===== src/rtl/gauge_regbank.sv =====
module gauge_regbank #(
  parameter logic [7:0] PROG_FULL = 8'hA5,
  parameter logic [7:0] A_LIMIT   = 8'h15,
  parameter logic [7:0] A_DCNT    = 8'h18,
  parameter logic [7:0] A_FLAGS   = 8'h38,
  parameter logic [7:0] A_RSTREG  = 8'h39,
  parameter logic [7:0] A_ID      = 8'h3F,
  parameter logic [7:0] A_FULL    = 8'h2E,
  parameter logic [7:0] A_LCAP    = 8'h0C,
  parameter logic [7:0] A_CAP     = 8'h02,
  parameter logic [7:0] A_CORR    = 8'h0E,
  parameter logic [7:0] A_STAT    = 8'h0A
) (
  input  logic       clk,
  input  logic       rst_n,
  input  logic [7:0] bus_addr,
  input  logic [7:0] bus_wdata,
  input  logic       bus_we,
  output logic [7:0] bus_rdata,
  input  logic [7:0] stack_v,
  input  logic       chg_pulse,
  input  logic       dchg_pulse,
  input  logic       dchg_start,
  input  logic       edv1,
  output logic       chg_ctl_n,
  output logic       soft_rst
);
  localparam logic [7:0] ID_VALUE = 8'hFF;
  localparam logic [7:0] CNT_MAX  = 8'hFF;

  logic [7:0] limit_q, full_q, lcap_q, cap_q, corr_q, dcnt_q;
  logic [1:0] stat_q;
  logic       flag_chg_q, flag_dchg_q, armed_q;

  wire wr_zero   = bus_we && (bus_wdata == 8'h00);
  wire seq_fire  = wr_zero && (bus_addr == A_LCAP) && armed_q;
  wire flag_wr   = bus_we && (bus_addr == A_FLAGS);
  wire [7:0] limit_abs = 8'(~limit_q + 8'd1);

  assign chg_ctl_n = !((limit_q != 8'h00) && (stack_v > limit_abs));

  always_ff @(posedge clk or negedge rst_n) begin
    if (!rst_n) begin
      limit_q  <= 8'h00;
      full_q   <= PROG_FULL;
      lcap_q   <= PROG_FULL;
      cap_q    <= 8'h00;
      corr_q   <= 8'h00;
      stat_q   <= 2'b11;
      armed_q  <= 1'b0;
      soft_rst <= 1'b0;
    end else begin
      soft_rst <= seq_fire;
      if (seq_fire) begin
        limit_q <= 8'h00;
        full_q  <= PROG_FULL;
        lcap_q  <= PROG_FULL;
        cap_q   <= 8'h00;
        corr_q  <= 8'h00;
        stat_q  <= 2'b11;
        armed_q <= 1'b0;
      end else if (bus_we) begin
        armed_q <= wr_zero && (bus_addr == A_FULL);
        if (bus_addr == A_LIMIT) limit_q <= bus_wdata;
        if (bus_addr == A_FULL)  full_q  <= bus_wdata;
        if (bus_addr == A_LCAP)  lcap_q  <= bus_wdata;
        if (bus_addr == A_CAP)   cap_q   <= bus_wdata;
        if (bus_addr == A_CORR)  corr_q  <= bus_wdata;
        if (bus_addr == A_STAT)  stat_q  <= bus_wdata[1:0];
      end
    end
  end

  always_ff @(posedge clk or negedge rst_n) begin
    if (!rst_n) begin
      dcnt_q      <= 8'h00;
      flag_chg_q  <= 1'b0;
      flag_dchg_q <= 1'b0;
    end else begin
      if (dchg_start)
        dcnt_q <= 8'h00;
      else if (dchg_pulse && !edv1 && dcnt_q != CNT_MAX)
        dcnt_q <= dcnt_q + 8'd1;
      flag_chg_q  <= chg_pulse  || (flag_chg_q  && !(flag_wr && !bus_wdata[0]));
      flag_dchg_q <= dchg_pulse || (flag_dchg_q && !(flag_wr && !bus_wdata[3]));
    end
  end

  always_comb begin
    bus_rdata = 8'h00;
    case (bus_addr)
      A_LIMIT: bus_rdata = limit_q;
      A_DCNT:  bus_rdata = dcnt_q;
      A_FLAGS: bus_rdata = {4'b0000, flag_dchg_q, 2'b00, flag_chg_q};
      A_ID:    bus_rdata = ID_VALUE;
      A_FULL:  bus_rdata = full_q;
      A_LCAP:  bus_rdata = lcap_q;
      A_CAP:   bus_rdata = cap_q;
      A_CORR:  bus_rdata = corr_q;
      A_STAT:  bus_rdata = {6'b000000, stat_q};
      default: bus_rdata = 8'h00;
    endcase
  end
endmodule


===== config.mk =====
export PLATFORM = sky130hd
export DESIGN_NAME = gauge_regbank
export DESIGN_NICKNAME = d
export VERILOG_FILES = /design/src/rtl/gauge_regbank.sv
export SDC_FILE = /design/constraint.sdc
export NUM_CORES = 1
export LEC_CHECK = 0
export CORE_UTILIZATION = 56
export CTS_BUF_LIST = sky130_fd_sc_hd__clkbuf_16
export DETAILED_ROUTE_END_ITERATION = 10
export GPL_TIMING_DRIVEN = 0
export PLACE_DENSITY = 0.92
export SLEW_MARGIN = 5
export SYNTH_ARGS = -nofsm -noshare
export SYNTH_HDL_FRONTEND = slang
export SYNTH_SLANG_ARGS = --single-unit

===== constraint.sdc =====
create_clock -name clk -period 3.2 [get_ports clk]
set_input_delay 0.64 -clock clk [delete_from_list [all_inputs] [get_ports clk]]
set_output_delay 0.64 -clock clk [all_outputs]
set_load 0.01 [all_outputs]

Yosys cells after proc, flatten, opt, wreduce, memory -nomap -nowiden
Index checks and enable logic that the tools add are counted.
Widths: inputs -> output; s select.
Storage, ports and cells
  output and inout bits: 10
  memories: 0
  register bits after elaboration: 54
  RAM bits: 0
  bits of input ports: 31
  memory bits (read-only): 0
  bits in latches: 0
Operators by class
  equal/unequal tests: 10
  add/subtract/negate cells: 2
  $lt $le $gt $ge: 1
  bitwise operators: 1
  shifts and indexed selects: 0
  div/mod/pow operators: 0
  reduce and logical (&&, ||, !) cells: 36
  mux-type cells: 23
  multiply operators: 0
Operator list (number)
  $mux 8: 17
  $pmux 8 s9: 1
  $eq 8x4->1 const B: 3
  $eq 8x6->1 const B: 3
  $add 8x1->8 const B: 2
  $eq 8x5->1 const B: 2
  $reduce_bool 2->1: 8
  $logic_and 1x1->1: 12
  $reduce_and 2->1: 6
  $eq 8x2->1 const B: 1
  $gt 8x8->1: 1
  $logic_not 8->1: 1
  $ne 8x8->1 const B: 1
  $not 8->8: 1
  $reduce_bool 8->1: 1
  $logic_not 1->1: 6
  $mux 2: 3
  $logic_or 1x1->1: 2
  $mux 1: 2

Logic depth before layout (Yosys ltp)
Gate-level depths: netlist (run 1).
  depth in word-level cells: 6
  mapped depth: 10
  depth with buffers taken out: 10

Worst setup path after synthesis (run 1)
OpenSTA, ideal clock, no wires.
  kind: register to output
  from: register limit_q[5]
  to: output chg_ctl_n
  slack: 0.436 ns
  path buffers: 0
  stages on the path, launching flop included: 8
  data arrival time: 2.124 ns
  cells stage by stage: dfrtp_1 > or4_1 > nor4_1 > xor2_1 > ha_1 > nand4_1 > o21ba_2 > o21ai_0
On the way
  word-level cells in the longest chain between the ends: 5
  elaborated cells on any way between the ends: 6
  classes of those cells: add/sub (1); order compare (1); bitwise (1); reduce/logical (3)
Ends and longest elaborated chain
  start, declared: RTL line 31  | logic [7:0] limit_q, full_q, lcap_q, cap_q, corr_q, dcnt_q;
  start signal, assigned: RTL line 64  | if (bus_addr == A_LIMIT) limit_q <= bus_wdata;
  $not 8->8: RTL line 38  | wire [7:0] limit_abs = 8'(~limit_q + 8'd1);
  $add 8x1->8: RTL line 38
  $gt 8x8->1: RTL line 40  | assign chg_ctl_n = !((limit_q != 8'h00) && (stack_v > limit_abs));
  $logic_and 1x1->1 (*): RTL line 40
  $logic_not 1->1 (*): RTL line 40
  end, declared: RTL line 25  | output logic chg_ctl_n,
Every way passes the cells marked *; elsewhere a longest branch is shown, timed or not.

Final worst setup path (run 1)
  from: register limit_q[4]
  to: output chg_ctl_n
The elaborated chain is that of the path after synthesis.

==> results_dict.tcl, run 1 <==
set metrics [dict create \
    ys.flop_type "dfrtp_1" \
    diodes 0 \
    n_fill_cell 392 \
    start_util 0.595 \
    slew-limit-headroom 0.633 \
    period_needed_ns 3.24 \
    setup_ws_ns -0.0358 \
    ant_nets 0 \
    drv_cap 0 \
    synth_edf_count 0 \
    dieArea_um2 6310 \
    hpwl_mm 7.34 \
    viasPerCell 6.60 \
    mostFrequentLayoutCells "nand2_1, dfrtp_1, nor2_1" \
    syn_inst 370 \
    htreeDepth 2 \
    synth_xor_area_frac 0.0261 \
    synth_simple_gate_area_frac 0.246 \
    synth_fa_ha_area_frac 0.0372 \
    routedWlPerCell_um 20.6 \
    startpoint_type "register" \
    finalNetCount 462 \
    fmax_mhz 309 \
    synth_area_um2 3360 \
    worstMarginPinSlew_ns 0.545 \
    antenna_found_initial 0 \
    status "complete, but fails checks" \
    rsz0062_at_grt "true" \
    slew_viol_final 0 \
    crit_arrival_ns 2.60 \
    root_buffer "clkbuf_16" \
    post-route-period-util 1.01 \
    max-vdd-ir-drop_mv 0.280 \
    path_buf_inv 1 \
    track_usage 0.341 \
    finalSetupViolCount 1 \
    placement.cell_area_um2 3840 \
    drtIter0Drc 316 \
    hold_violations 0 \
    yosysWarnings 0 \
    coreArea_um2 5640 \
    crit_path_end_kind "output port" \
    cts_made_buffers 5 \
    die_h_um 79.5 \
    synth-compound-area-share 0.223 \
    synth_fp_nets 411 \
    clock_skew_ns 0.00404 \
    die_width_um 79.5 \
    hold_ws_ns 0.317 \
    synthMuxAreaShare 0.0182 \
    clock_latency_ns 0.29 \
    yosys_register_bits 54 \
    slowest_stage "or4_4" \
    grt_pass1_vias 3246 \
    final_cell_area_um2 4150 \
    hold_buffers 0 \
    worstPathMaxFanout 4 \
    cts_sinks 54 \
    violations "negative setup slack" \
    crit_chain "or4_4 -> nor4_4 -> xor2_1 -> ha_1 -> nand4_1 -> o21ba_4 -> o21ai_2 -> buf_2" \
    cts_tree "yes" \
    cp_slowest_stage_delay_ns 0.58 \
    p_per_area_nw_per_um2 354 \
    p_leak_nw 1.79 \
    synth_cell_types 58 \
    portBuffers 38 \
    drc 0 \
    row_count 27 \
    cts_buffer_depth 2 \
    synth_area_per_cell_um2 9.08 \
    grt_pass1_wl_mm 16.3 \
    cts.reportedPaths.clkPinSlew_ns 0.07 \
    cp.required_ns 2.56 \
    final_common_cell "nand2_1" \
    grt.overflow.total 0 \
    pin_count 41 \
    crit_family "simple AND/OR/NAND/NOR gates" \
    hp-class "input pin to asynchronous set/reset pin" \
    vias 3261 \
    grt_max_degree 33 \
    drive_gt1_frac 0.175 \
    gp_congestion 0.942 \
    yosysSeqAreaShare 0.406 \
    setup.worst_path.class "register to output port" \
    async_reset_ff_frac 1.00 \
    synth_top_family_by_area "simple AND/OR/NAND/NOR gates" \
    area_growth_pct 23.6 \
    routed_wl_mm 10.2 \
    dr.pass1.iters 5 \
]
-- kinds of logic after synthesis --
group,Yosys count
simple gates,150
buf+inv,30
fa+ha+maj,10
compound gates,110
xor+xnor,10
flops,54
mux,6
-- metal layers --
metal / global-route usage / wire, µm / part of all wire
met5: 0 / 0 / 0
met4: 0.144 / 326 / 0.032
met3: 0.0411 / 718 / 0.071
met2: 0.581 / 5060 / 0.50
met1: 0.436 / 4050 / 0.40
-- synth_stat cells (4+ instances only) --
master,number,area share
and3_1,5,0.0093
a22oi_1,9,0.020
clkbuf_1,10,0.011
a31o_2,4,0.010
nor2_1,26,0.029
a21o_1,4,0.0089
and2_1,5,0.0093
ha_1,10,0.037
a21oi_1,13,0.019
o22a_1,4,0.010
a2bb2oi_1,6,0.016
o22ai_1,16,0.030
nand2_1,48,0.054
mux2i_1,5,0.015
nand3_1,16,0.024
buf_2,6,0.0089
xor2_1,9,0.023
nor2b_1,4,0.0074
o21ai_0,22,0.033
nand2b_1,6,0.011
nor3_1,6,0.0089
nand4_1,7,0.013
dfrtp_1,44,0.33
o2bb2ai_1,5,0.013
dfstp_2,10,0.078
o211ai_1,16,0.036
inv_1,9,0.010
-- worst reg2reg max path: stages (launching register included) --
cell and delay, ns:
dfrtp_1 0.44, ha_1 0.24, nand4_1 0.16, o21ai_0 0.49, mux2i_1 0.25, nor2_1 0.07
-- through the flow --
step | cells | util | TNS (ns) | setup WS (ns) | power [mW]
after floorplan | 370 | - | 0 | 0.436 | 0.828
after global placement | 480 | 0.679 | -7.27 | -0.431 | 0.917
after detailed placement | 481 | 0.682 | -3.55 | -0.430 | 0.929
after CTS | 487 | 0.717 | -0.473 | -0.160 | 1.46
after global routing | 494 | 0.736 | -0.127 | -0.127 | 1.52
final | 494 | 0.736 | -0.0358 | -0.0358 | 1.47
-- report_power, final --
part           internal (mW)  total (mW)  switching [mW]
clock                  0.287       0.535           0.248
sequential             0.708       0.728          0.0193
combinational         0.0909       0.206           0.115
total                   1.09        1.47           0.383
-- registers in the layout, summed over array words and instances (netlist names) --
signal / count
dcnt_q: 8
lcap_q: 8
armed_q: 1
corr_q: 8
cap_q: 8
soft_rst: 1
limit_q: 8
flag_dchg_q: 1
flag_chg_q: 1
full_q: 8
stat_q: 2
-- layout make-up --
| cell class | count | area, µm² | area share |
|---|---|---|---|
| clock inverter | 3 | 16.3 | 0.00392 |
| tap | 72 | 90.1 | 0.0217 |
| inverter | 9 | 33.8 | 0.00814 |
| clock buffer | 5 | 125 | 0.0301 |
| buffer | 17 | 123 | 0.0295 |
| sequential | 54 | 1370 | 0.329 |
| multi-input combinational | 286 | 1940 | 0.467 |
| timing repair buffer | 48 | 458 | 0.110 |
-- path summary, 6_finish.rpt --
check | startpoint | end | slack [ns] | depth (start not counted)
worst min register to register | lcap_q[6] | lcap_q[6] | 0.48 | 2
min in group clk | lcap_q[6] | lcap_q[6] | 0.48 | 2
max in group asynchronous | rst_n | limit_q[4] | 2.31 | 2
worst max-delay path | limit_q[4] | chg_ctl_n | -0.04 | 8
worst min-delay path | rst_n | cap_q[5] | 0.32 | 1
worst max register to register | dcnt_q[1] | dcnt_q[1] | 1.42 | 5
-- repair_timing --
| action | in CTS | in global routing |
|---|---|---|
| endpoints found under the hold margin | 0 | 0 |
| pin swaps | 5 | 10 |
| setup buffers | 2 | 7 |
| resized for setup | 31 | 29 |
| setup endpoints to repair | 9 | 8 |
Note: power is estimated with default switching activity, not from simulation.
==> inputs of run 2 (changes only) <==
ABC_AREA = 1   (was unset)
==> run 2 against run 1 <==
The flow now finishes without violations; synthesized cell count up 22%; cell count up 18%; first-iteration DRC count down 4.1%; area after synthesis fell by 2.6%; register-to-register slack improved by 0.04 ns; total power increased by 4.6%; critical path depth grew 1; sequential power rose by 1%; fmax rose by 1.7%; final area is 0.87% higher; hold slack lost 0.059 ns; flip-flop and latch count unchanged.
==> results_dict.tcl, run 2 <==
set metrics [dict create \
    die_h_um 78.4 \
    slowest_stage "clkdlybuf4s50_1" \
    die_width_um 78.4 \
    clock_latency_ns 0.30 \
    combinationalPowerShare 0.175 \
    drive_gt1_frac 0.162 \
    hp-class "input pin to asynchronous set/reset pin" \
    synth_most_common_cell "nand2_1" \
    routed_wl_mm 9.41 \
    grt.overflow.total 0 \
    pin_count 41 \
    track_usage 0.307 \
    root_buffer "clkbuf_16" \
    grt_pass1_wl_mm 14.6 \
    synth_area_um2 3270 \
    cts_sinks 54 \
    grt_pass1_vias 3079 \
    worstPathMaxFanout 5 \
    portBuffers 39 \
    grt_max_degree 40 \
    yosysSeqAreaShare 0.417 \
    synth_area_per_cell_um2 7.27 \
    p_leak_nw 2.36 \
    switching_share 0.274 \
    cp.required_ns 2.56 \
    syn_inst 450 \
    vias 3336 \
    async_reset_ff_frac 1.00 \
    switchingPower_uw 421 \
    synth.area.top_cells "dfrtp_1, nand2_1, nand3_1, dfstp_2, inv_1" \
    row_count 27 \
    startpoint_type "input pin" \
    post-route-period-util 0.994 \
    synth_top_area_cell "dfrtp_1" \
    cts_tree "yes" \
    pwr-share-clk 0.345 \
    drv_cap 0 \
    area_growth_pct 28.0 \
    cts_made_buffers 5 \
    yosysWarnings 0 \
    p_seq_frac 0.481 \
    setup.worst_path.class "input pin to output port" \
    dr.pass1.iters 5 \
    dpl.cell_count 562 \
    routedWlPerCell_um 16.1 \
    finalNetCount 551 \
    crit_chain "clkdlybuf4s50_1 -> inv_2 -> nand2_1 -> nor2_4 -> nand2_4 -> o22ai_2 -> nor2_1 -> nand2_1 -> clkdlybuf4s50_1" \
    slew-limit-headroom 0.637 \
    ys_top_cells_by_count "nand2_1, nand3_1, dfrtp_1, inv_1, nor2_1" \
    ys.flop_type "dfrtp_1" \
    fmax_mhz 314 \
    start_util 0.587 \
    finalSetupViolCount 0 \
    final_common_cell "nand2_1" \
    rrSetupSlack_ns 1.46 \
    slew_viol_final 0 \
    hold_violations 0 \
    mostFrequentLayoutCells "nand2_1, nand3_1, dfrtp_1" \
    cts.reportedPaths.clkPinSlew_ns 0.06 \
    hpwl_mm 6.16 \
    period_needed_ns 3.18 \
    crit_path_end_kind "output port" \
    htreeDepth 2 \
    p_total_mw 1.54 \
    synth_fp_nets 491 \
    yosys_register_bits 54 \
    p_per_area_nw_per_um2 367 \
    viasPerCell 5.72 \
    status "completed" \
    dieArea_um2 6150 \
    worstMarginPinSlew_ns 0.545 \
    drc 0 \
    drtIter0Drc 303 \
    crit_arrival_ns 2.54 \
    antenna_found_initial 0 \
    intPower_mw 1.11 \
    hold_buffers 0 \
    coreArea_um2 5570 \
    synth_edf_count 0 \
    ant_nets 0 \
    max-vdd-ir-drop_mv 0.267 \
    diodes 0 \
    final-instance-count-excl-fill 583 \
    synth_cell_types 28 \
    gp_congestion 0.968 \
    synth.top_cell.area_share 0.337 \
    cts_buffer_depth 2 \
    cp_slowest_stage_delay_ns 0.53 \
    clock_skew_ns 0.00468 \
]
## run 2: through the flow
stage	worst slack (ns)	hold WS [ns]	utilization	area, µm²	TNS, ns
5_1_grt	-0.0470	0.290	0.751	4190	-0.0508
2_1_floorplan	0.736	0.344	-	3270	0
6_report	0.0191	0.258	0.751	4190	0
3_5_place_dp	-0.354	0.455	0.676	3770	-2.34
4_1_cts	-0.00760	0.272	0.721	4020	-0.00920
3_3_place_gp	-0.314	0.451	0.673	3750	-5.91
## run 2: final cells by class
class                           instances  area, µm²
Sequential cell                        54       1360
Timing Repair Buffer                   53        536
Buffer                                  9       60.1
Inverter                               48        183
Tap cell                               72       90.1
Multi-Input combinational cell        339       1820
Fill cell                             378       1390
Clock buffer                            5        125
Clock inverter                          3       12.5
## run 2: worst paths after layout
check	startpoint	to	cells past startpoint
min	rst_n	corr_q[7]	1
min reg2reg	stat_q[1]	stat_q[1]	2
max in group asynchronous	rst_n	stat_q[0]	2
min in group clk	stat_q[1]	stat_q[1]	2
max	bus_addr[5]	bus_rdata[7]	9
max reg2reg	dcnt_q[0]	dcnt_q[7]	8
## run 2: power by group through the flow
stage	combinational (mW)	sequential [mW]	clock [mW]
6_report	0.268	0.738	0.529
5_1_grt	0.298	0.741	0.549
4_1_cts	0.248	0.737	0.530
3_5_place_dp	0.234	0.749	0
3_3_place_gp	0.217	0.747	0
2_1_floorplan	0.127	0.744	0
## run 2: critical path, delay by kind of cell
family                 cells  cell delay, ns
buffers and inverters      3            1.10
AO/OA/AOI/OAI              1            0.18
AND/OR/NAND/NOR            5            0.60
## run 2: logic make-up after synthesis
group | after synthesis | share of synthesized area
XOR/XNOR | 12 | 0.0321
flip-flops | 54 | 0.417
AND/OR/NAND/NOR | 280 | 0.385
AO/OA/AOI/OAI | 36 | 0.0570
adder cells (fa/ha/maj) | 10 | 0.0383
buffers and inverters | 58 | 0.0704
## run 2: routing by layer
layer | GRT usage | part of all wire | up-vias
met5 | 0 | 0 | -
met4 | 0.111 | 0.033 | 0
met3 | 0.0477 | 0.087 | 38
met2 | 0.509 | 0.49 | 176
met1 | 0.406 | 0.39 | 1562
li1 | - | - | 1560
## run 2: timing repair
item	CTS	global route
cloned	0	1
gates resized for setup	32	29
pin swaps	5	8
setup endpoints to repair	9	8
buffers inserted	3	10
==> inputs of run 3 (changes only) <==
CORE_UTILIZATION = 35   (was 56)
PLACE_DENSITY = 0.67   (was 0.92)
==> run 3 against run 2 <==
Clock-buffer cell count unchanged; non-clock buffer count fell by 1; flip-flop and latch count is the same; register-to-register slack improved by 0.05 ns; fmax is 1.5% higher; via count decreased by 5.6%; critical path depth grew 3; final area increased by 1.6%; critical endpoint is now bus_rdata[5]; critical path type unchanged; cell count is 5.8% higher; total power grew 6.6%.
==> results_dict.tcl, run 3 (same netlist as run 2, synthesis figures left out) <==
set metrics [dict create \
    rrSetupSlack_ns 1.51 \
    final_cell_area_um2 4250 \
    grt_pass1_vias 3052 \
    final-instance-count-excl-fill 617 \
    max-vdd-ir-drop_mv 0.190 \
    cts_made_buffers 5 \
    dr.pass1.iters 4 \
    setup_ws_ns 0.0673 \
    grt_pass1_wl_mm 15.1 \
    clock_skew_ns 0.00677 \
    status "completed" \
    cts_buffer_depth 2 \
    ant_nets 0 \
    drtIter0Drc 253 \
    final_common_cell "nand2_1" \
    setup.worst_path.class "input pin to output port" \
    hold_violations 0 \
    slew_viol_final 0 \
    dpl.cell_count 598 \
    slowest_stage "clkdlybuf4s50_1" \
    cts_sinks 54 \
    slew-limit-headroom 0.640 \
    coreArea_um2 8890 \
    die_h_um 98.7 \
    die_width_um 98.7 \
    antenna_found_initial 0 \
    routed_wl_mm 9.07 \
    placement.cell_area_um2 3810 \
    crit_chain "clkdlybuf4s50_1 -> inv_2 -> nand2_1 -> nor2_4 -> buf_4 -> clkbuf_8 -> buf_4 -> nand3_1 -> nand2_2 -> nor2_1 -> nand2_1 -> dlygate4sd2_1" \
    row_count 34 \
    cts_tree "yes" \
    cp_slowest_stage_delay_ns 0.43 \
    hp-class "input pin to asynchronous set/reset pin" \
    clock_latency_ns 0.29 \
    pin_count 41 \
    viasPerCell 5.10 \
    root_buffer "clkbuf_16" \
    fmax_mhz 319 \
    post-route-period-util 0.979 \
    drc 0 \
    cts.reportedPaths.clkPinSlew_ns 0.07 \
    startpoint_type "input pin" \
    area_growth_pct 30.1 \
    crit_path_end_kind "output port" \
    grt_max_degree 38 \
    crit_arrival_ns 2.49 \
    mostFrequentLayoutCells "nand2_1, nand3_1, dfrtp_1" \
    routedWlPerCell_um 14.7 \
    period_needed_ns 3.13 \
    cp.required_ns 2.56 \
    portBuffers 39 \
    hold_buffers 0 \
    fin_tns_setup_ns 0 \
    finalSetupViolCount 0 \
    htreeDepth 2 \
    hpwl_mm 6.53 \
    finalNetCount 549 \
    worstMarginPinSlew_ns 0.540 \
    track_usage 0.197 \
    rsz0062_at_grt "false" \
    dieArea_um2 9730 \
    diodes 0 \
    drive_gt1_frac 0.165 \
    start_util 0.368 \
    drv_cap 0 \
    vias 3149 \
    worstPathMaxFanout 5 \
    gp_congestion 0.828 \
    p_total_mw 1.64 \
    p_leak_nw 2.35 \
    p_per_area_nw_per_um2 385 \
    place_ws_ns -0.361 \
    grt.overflow.total 0 \
]
==> run 3: cell types whose count changed in the layout (fill, tap and decap cells not counted), sizes merged <==
cell | previous run | this run
buf | 21 | 19
dlygate4sd2 | 4 | 6
dlymetal6s2s | 7 | 5
bufinv | 0 | 1
clkbuf | 9 | 10
clkdlybuf4s15 | 0 | 1
clkdlybuf4s50 | 26 | 25
clkinv | 4 | 3
nand2 | 170 | 169
==> run 3: timing repair <==
action / CTS / global route
hold endpoints to repair: 0 / 0
setup endpoints to repair: 9 / 6
resized for setup: 39 / 26
setup buffers: 6 / 5
cloned: 1 / 0
pin swaps: 7 / 11
==> run 3: path summary, 6_finish.rpt <==
check,startpoint,end,cells after the start
max,bus_addr[5],bus_rdata[5],12
min,rst_n,corr_q[3],1
max reg2reg,dcnt_q[0],dcnt_q[7],8
min reg2reg,full_q[2],full_q[2],2
max in group asynchronous,rst_n,lcap_q[5],2
min in group clk,full_q[2],full_q[2],2
==> run 3: per-layer routing <==
metal	wire [µm]	vias up	GRT usage
li1	-	1555	-
met1	4140	1486	0.281
met2	4230	102	0.319
met3	642	6	0.0291
met4	57	0	0.0379
met5	0	-	0
==> run 3: critical path: cells and delay by family <==
| kind | cells | cell delay (ns) |
|---|---|---|
| and+or+nand+nor | 6 | 0.63 |
| buffers and inverters | 6 | 1.23 |
==> run 3: report_power, final <==
part	internal [mW]	switching [mW]
Combinational	0.119	0.151
Clock	0.371	0.257
Sequential	0.718	0.0196
==> run 3: cell type report <==
cell class	instances	area (µm²)
plain buffers	9	62.6
clock buffers	5	125
clock inverters	3	43.8
fillers	865	4640
inverters	48	183
multi-input cells	338	1830
flip-flops and latches	54	1360
well taps	108	135
repair buffers	52	515
==> run 3: metrics by stage <==
stage,hold WS (ns),utilization
after floorplan,0.344,-
after global placement,0.454,0.427
after detailed placement,0.456,0.429
after CTS,0.302,0.465
after global routing,0.319,0.478
final,0.285,0.478
